[src/rtl/boot_sel_pkg.sv]
package boot_sel_pkg;

  typedef enum logic {
    PH_HOLD = 1'b0,
    PH_RUN  = 1'b1
  } boot_phase_e;

  // Boot ROM wins when the override survived or the option bit is erased.
  function automatic logic pick_rom(input logic cfg_flash, input logic ovr_alive);
    return ovr_alive | ~cfg_flash;
  endfunction

endpackage

[src/rtl/bss_sync.sv]
module bss_sync #(
  parameter int STAGES = 2
) (
  input  logic clk,
  input  logic d_async,
  output logic q_sync
);
  logic [STAGES-1:0] chain;

  // The chain has no reset, so it keeps tracking the pin while reset is held.
  generate
    for (genvar i = 0; i < STAGES; i++) begin : g_stage
      if (i == 0) begin : g_first
        always_ff @(posedge clk) chain[0] <= d_async;
      end else begin : g_next
        always_ff @(posedge clk) chain[i] <= chain[i-1];
      end
    end
  endgenerate

  assign q_sync = chain[STAGES-1];
endmodule

[src/rtl/bss_cyc_count.sv]
module bss_cyc_count #(
  parameter int HOLD_CYC = 3,
  localparam int CNT_W = $clog2(HOLD_CYC + 1)
) (
  input  logic             clk,
  input  logic             clr,
  input  logic             en,
  input  logic             stb,
  output logic             done,
  output logic [CNT_W-1:0] cnt
);
  localparam logic [CNT_W-1:0] LAST = CNT_W'(HOLD_CYC - 1);

  assign done = en & stb & (cnt == LAST);

  always_ff @(posedge clk) begin
    if (clr) begin
      cnt <= '0;
    end else if (en && stb && !done) begin
      cnt <= cnt + 1'b1;
    end
  end
endmodule

[src/rtl/bss_decide.sv]
module bss_decide
  import boot_sel_pkg::*;
(
  input  logic        clk,
  input  logic        rst_any,
  input  logic        cfg_in,
  input  logic        hv_s,
  input  logic        done,
  output logic        rom_sel,
  output boot_phase_e phase
);
  logic cfg_q;
  logic ovr_ok;

  always_ff @(posedge clk) begin
    if (rst_any) begin
      cfg_q   <= cfg_in;
      ovr_ok  <= hv_s;
      rom_sel <= 1'b0;
      phase   <= PH_HOLD;
    end else if (phase == PH_HOLD) begin
      ovr_ok <= ovr_ok & hv_s;
      if (done) begin
        rom_sel <= pick_rom(cfg_q, ovr_ok & hv_s);
        phase   <= PH_RUN;
      end
    end
  end
endmodule

[src/rtl/boot_src_sel.sv]
module boot_src_sel
  import boot_sel_pkg::*;
#(
  parameter int          ADDR_W      = 16,
  parameter int          HOLD_CYC    = 3,
  parameter int          SYNC_STAGES = 2,
  parameter logic [15:0] FLASH_ENTRY = 16'h0000,
  parameter logic [15:0] ROM_ENTRY   = 16'h8000
) (
  input  logic              clk,
  input  logic              rst_n,
  input  logic              sw_rst,
  input  logic              cyc_stb,
  input  logic              cfg_flash_boot,
  input  logic              hv_det,
  output logic              fetch_en,
  output logic              boot_rom_sel,
  output logic [ADDR_W-1:0] fetch_addr
);
  localparam int CNT_W = $clog2(HOLD_CYC + 1);

  logic             rst_any;
  logic             hv_s;
  logic             done;
  logic [CNT_W-1:0] hold_cnt;
  boot_phase_e      phase;

  assign rst_any = ~rst_n | sw_rst;

  bss_sync #(.STAGES(SYNC_STAGES)) u_sync (
    .clk     (clk),
    .d_async (hv_det),
    .q_sync  (hv_s)
  );

  bss_cyc_count #(.HOLD_CYC(HOLD_CYC)) u_cnt (
    .clk  (clk),
    .clr  (rst_any),
    .en   (phase == PH_HOLD),
    .stb  (cyc_stb),
    .done (done),
    .cnt  (hold_cnt)
  );

  bss_decide u_dec (
    .clk     (clk),
    .rst_any (rst_any),
    .cfg_in  (cfg_flash_boot),
    .hv_s    (hv_s),
    .done    (done),
    .rom_sel (boot_rom_sel),
    .phase   (phase)
  );

  assign fetch_en   = (phase == PH_RUN);
  assign fetch_addr = boot_rom_sel ? ADDR_W'(ROM_ENTRY) : ADDR_W'(FLASH_ENTRY);
endmodule

[config.mk]
export PLATFORM = sky130hd
export DESIGN_NAME = boot_src_sel
export DESIGN_NICKNAME = d
export VERILOG_FILES = /design/src/rtl/boot_sel_pkg.sv /design/src/rtl/bss_sync.sv /design/src/rtl/bss_cyc_count.sv /design/src/rtl/bss_decide.sv /design/src/rtl/boot_src_sel.sv
export SDC_FILE = /design/constraint.sdc
export NUM_CORES = 1
export LEC_CHECK = 0
export BUFFER_PORTS_ARGS = -buffer_cell sky130_fd_sc_hd__buf_4
export CORE_MARGIN = 1
export CORE_UTILIZATION = 25
export DETAILED_ROUTE_END_ITERATION = 16
export PLACE_DENSITY = 0.51
export SYNTH_ARGS = -nofsm -noshare
export SYNTH_HDL_FRONTEND = slang
export SYNTH_SLANG_ARGS = --single-unit
[constraint.sdc]
create_clock -name clk -period 1.3 [get_ports clk]
set_clock_uncertainty 0.2 [all_clocks]
set_input_delay 0.39 -clock clk [delete_from_list [all_inputs] [get_ports clk]]
set_output_delay 0.39 -clock clk [all_outputs]
set_load 0.03 [all_outputs]
======== Yosys cells after proc, flatten, opt, wreduce, memory -nomap -nowiden ========
Cells that the tools add are included.
word-level totals
  memories kept ........................... 0
  output and inout port bits .............. 18
  RAM bits ................................ 0
  bits in registers ....................... 8
  bits in latches ......................... 0
  bits in read-only memories .............. 0
operators by class
  bitwise operators ....................... 8
  shift-type cells ........................ 0
  equal/unequal tests ..................... 2
  mux-type cells .......................... 5
  $lt $le $gt $ge ......................... 0
  $add $sub $neg .......................... 1
  $mul .................................... 0
  reductions and logical operators ........ 4
  div/mod/pow operators ................... 0
operator list
  cell                   count
  $mux W16               1
  $mux W1                4
  $and A1 B1 Y1          3
  $not A1 Y1             3
  $add A2 B1 Y2 const B  1
  $eq A2 B2 Y1 const B   1
  $logic_and A1 B1 Y1    2
  $ne A2 B2 Y1 const B   1
  $or A1 B1 Y1           2
  $reduce_and A2 Y1      1
  $logic_not A1 Y1       1

======== Logic depth before layout (Yosys ltp) ========
  word-level depth ........................ 5
  mapped depth ............................ 5
  mapped depth without buffers ............ 5

======== Cells and area by module ========
A second synthesis with hierarchy kept.
second synthesis, totals
  cell total of the unflattened synthesis .. 45
  area, all modules ....................... 441.7 um2
by module, submodules not included
  module         seq. area each (um2)  area each (um2)  cells an instance  instances
  bss_decide     100.1                 146.4            12                 1
  boot_src_sel   0.0                   133.9            19                 1
  bss_cyc_count  40.0                  121.4            12                 1
  bss_sync       40.0                  40.0             2                  1

======== Worst setup path after synthesis ========
Ideal clock, no wire load.
  path kind ............................... register to output
  from .................................... register u_dec.rom_sel
  to ...................................... output port fetch_addr[15]
  slack ................................... -0.009 ns
  buffers on the path ..................... 1
  required time ........................... 0.710 ns
  arrival time ............................ 0.719 ns
  stages on the path, launching flop included .. 2
  path through ............................ dfxtp_1 -> buf_4
between the ends
  longest elaborated chain between the ends .. 1
RTL lines
  what                      line                text
  start: declaration        bss_decide.sv:9     output logic rom_sel,
  start signal: assignment  bss_decide.sv:24    rom_sel <= pick_rom(cfg_q, ovr_ok & hv_s);
  $mux W16                  boot_src_sel.sv:56  assign fetch_addr = boot_rom_sel ? ADDR_W'(ROM_ENTRY) : ADDR_W'(FLASH_ENTRY);
  end: declaration          boot_src_sel.sv:18  output logic [ADDR_W-1:0] fetch_addr
Every way passes these cells.

======== Worst setup path after layout ========
Ends and elaborated chain as after synthesis.

==> flow_metrics.py <==
metrics = {
    "cts": {
        "postCtsHoldBufs": 0,
        "cts_tree": "done",
        "path_clk_slew_ps": 60,
        "cts_buffers": 3,
        "clock_latency_ps": 260,
        "clk_path_buf_depth": 2,
        "htreeDepth": 1,
        "clock-sinks": 8,
        "cts_root_buffer": "clkbuf_4",
    },
    "timing": {
        "maxSlewViolCount": 0,
        "layout_worst_path_cycle_share_pct": 103,
        "rsz0062_at_grt": "yes",
        "setup_violations": 3,
        "period_needed_ps": 1340,
        "fmax_ghz": 0.748,
        "hold_viol": 0,
        "setup_ws_ps": -37.7,
    },
    "route": {
        "drc": 0,
        "drt_first_pass_iters": 2,
        "vias_per_cell": 3.69,
        "top_layer_used": "met4",
        "wl_met1_um": 213,
        "wl_met3_um": 32,
        "wl_met2_um": 274,
        "num_vias": 262,
        "wl_per_cell_um": 7.51,
        "drt-initial-drc-count": 1,
        "antenna_left": 0,
        "drt_wl_total_um": 533,
    },
    "floorplanning": {
        "rows": 14,
        "start_util_pct": 26.9,
        "die-height_um": 42.5,
        "core_area_mm2": 0.00152,
        "die_w_um": 42.5,
        "dieArea_mm2": 0.00181,
        "ios": 24,
    },
    "logic_synthesis": {
        "synth.avg_cell_area_um2": 10.0,
        "ys_ff_latch": 8,
        "synth_cell_type_count": 16,
        "netlist_area_um2": 410,
        "syn_inst": 41,
        "yosys_warnings": 0,
        "yosysSeqAreaShare_pct": 43.9,
    },
    "worst_setup_path": {
        "worstPathArrival_ps": 750,
        "crit_type": "reg2out",
        "r2r_cells": 5,
        "timing.rr.end": "u_cnt.cnt[0]$_SDFFE_PP0P_",
        "path_max_fanout": 3,
        "cpPeakStageDelay_ps": 350,
        "cp.required_ps": 710,
        "critPathBufInv": 1,
        "path_cells": "buf_6",
        "path_delay_family": "flip-flops",
        "slowest_stage": "dfxtp_2",
        "end_kind": "output port",
        "r2r_slack_ps": 20,
        "cp-start-kind": "flip-flop",
        "reg2reg_from": "u_cnt.cnt[0]$_SDFFE_PP0P_",
    },
    "global_route": {
        "gr-total-overflow": 0,
        "grt_pass1_wl_mm": 1.01,
        "grt_use_total_pct": 8.16,
        "antenna_found_initial": 0,
        "grt_max_degree": 5,
        "grt_pass1_vias": 243,
    },
    "min_path": {
        "hp-class": "in2reg",
        "min_delay_path_depth": 1,
        "min_to": "u_sync.chain[0]$_DFF_P_",
        "worstHoldStart": "hv_det",
    },
    "pwr": {
        "power_density_mw_per_mm2": 1080,
        "ir_worst_vdd_uv": 565,
        "leakage_nw": 0.244,
        "power_mw": 0.576,
    },
    "final_layout": {
        "postLayoutCellArea_um2": 534,
        "final_util_pct": 35.1,
        "final_layout_size_suffix_gt1_share_pct": 47.3,
        "area_growth_pct": 30.2,
        "antenna_cells": 0,
        "layout.cells.non_filler": 71,
        "nets": 64,
    },
    "place": {
        "port-buffer-count": 8,
        "placedCellCount": 65,
        "place_congestion": 0.696,
        "placedInstanceArea_um2": 442,
        "place_ws_ps": -76.2,
        "dp.final_hpwl_um": 398,
    },
    "job": {
        "maxCapViolations": 0,
    },
    "status": {
        "status": "finished with violations",
        "violations": "setup timing",
    },
}
## power by group
part           internal [mW]  switching [mW]  leakage (nW)
clock                  0.106          0.0861        0.0138
sequential             0.267         0.00648        0.0726
combinational         0.0333          0.0777         0.157
total                  0.406           0.170         0.244
## placed cells by master (no fill, tap or decap), types with 2 or more instances in the layout
cell type / netlist / layout
clkbuf_4: 0 / 3
conb_1: 1 / 15
dfxtp_2: 0 / 3
nor2_1: 5 / 4
buf_4: 16 / 9
buf_6: 0 / 4
edfxtp_1: 2 / 2
dfxtp_1: 6 / 2
## cell type report
| class | instances | area (um2) |
|---|---|---|
| fill | 156 | 990 |
| sequential | 8 | 188 |
| multi-input combinational | 30 | 188 |
| timing repair buffer | 13 | 113 |
| clock buffer | 3 | 22.5 |
| tap | 16 | 20.0 |
| inverter | 1 | 3.75 |
## metrics by stage
| stage | TNS (ps) | hold WS, ps |
|---|---|---|
| 2_1_floorplan | 0 | 110 |
| 3_3_place_gp | -47.4 | 111 |
| 3_5_place_dp | -129 | 112 |
| 4_1_cts | -128 | 30.2 |
| 5_1_grt | -313 | 28.5 |
| 6_report | -97.4 | 39.7 |
## synth_stat cells
library cell | number | share of area [%]
a211oi_1 | 1 | 1.8
nand2_1 | 1 | 0.91
and3b_1 | 1 | 2.1
ha_1 | 1 | 3.0
nor3b_2 | 1 | 3.0
nand3b_1 | 1 | 1.8
conb_1 | 1 | 0.91
o21a_1 | 1 | 1.8
edfxtp_1 | 2 | 15
nor2_1 | 5 | 4.6
a311oi_1 | 1 | 2.1
dfxtp_1 | 6 | 29
buf_4 | 16 | 29
nand2b_1 | 1 | 1.5
xnor2_1 | 1 | 2.1
inv_1 | 1 | 0.91
## state kept, by name, summed over array words and instances, names as in the netlist
| signal | flops |
|---|---|
| u_dec.ovr_ok | 1 |
| u_dec.cfg_q | 1 |
| u_dec.rom_sel | 1 |
| u_dec.phase | 1 |
| u_sync.q_sync | 1 |
| u_sync.chain | 1 |
| u_cnt.cnt | 2 |
## layer usage
| layer | track usage (%) | vias up |
|---|---|---|
| met5 | 0 | - |
| met4 | 5.63 | 0 |
| met3 | 5.17 | 2 |
| met2 | 12.9 | 17 |
| met1 | 7.63 | 113 |
| li1 | - | 130 |
## cell families after synthesis
group           synth area share [%]
buf+inv                         30.2
simple gates                    14.0
flops                           43.9
compound gates                  5.79
xor+xnor                        2.13
fa+ha+maj                       3.05
other cells                    0.914
## how the worst max path moves through the flow
| stage | startpoint | to | slack [ps] | depth (start not counted) |
|---|---|---|---|---|
| 5_1_grt | u_cnt.cnt[0]$_SDFFE_PP0P_ | u_cnt.cnt[0]$_SDFFE_PP0P_ | -70 | 5 |
| 4_1_cts | u_dec.rom_sel$_SDFFE_PP0P_ | fetch_addr[15] | -50 | 1 |
| 6_report | u_dec.rom_sel$_SDFFE_PP0P_ | fetch_addr[15] | -40 | 1 |
| 3_3_place_gp | u_cnt.cnt[0]$_SDFFE_PP0P_ | u_cnt.cnt[1]$_SDFFE_PP0P_ | -40 | 5 |
| 2_1_floorplan | u_cnt.cnt[0]$_SDFFE_PP0P_ | u_cnt.cnt[1]$_SDFFE_PP0P_ | 5 | 5 |
| 3_5_place_dp | u_cnt.cnt[0]$_SDFFE_PP0P_ | u_cnt.cnt[1]$_SDFFE_PP0P_ | -80 | 5 |
## timing repair
item	in CTS	in global routing
setup buffers	3	0
endpoints found under the hold margin	0	0
resized for setup	7	7
setup endpoints to repair	6	7
pin swaps	4	4
Power figures use the tool's default switching activity.
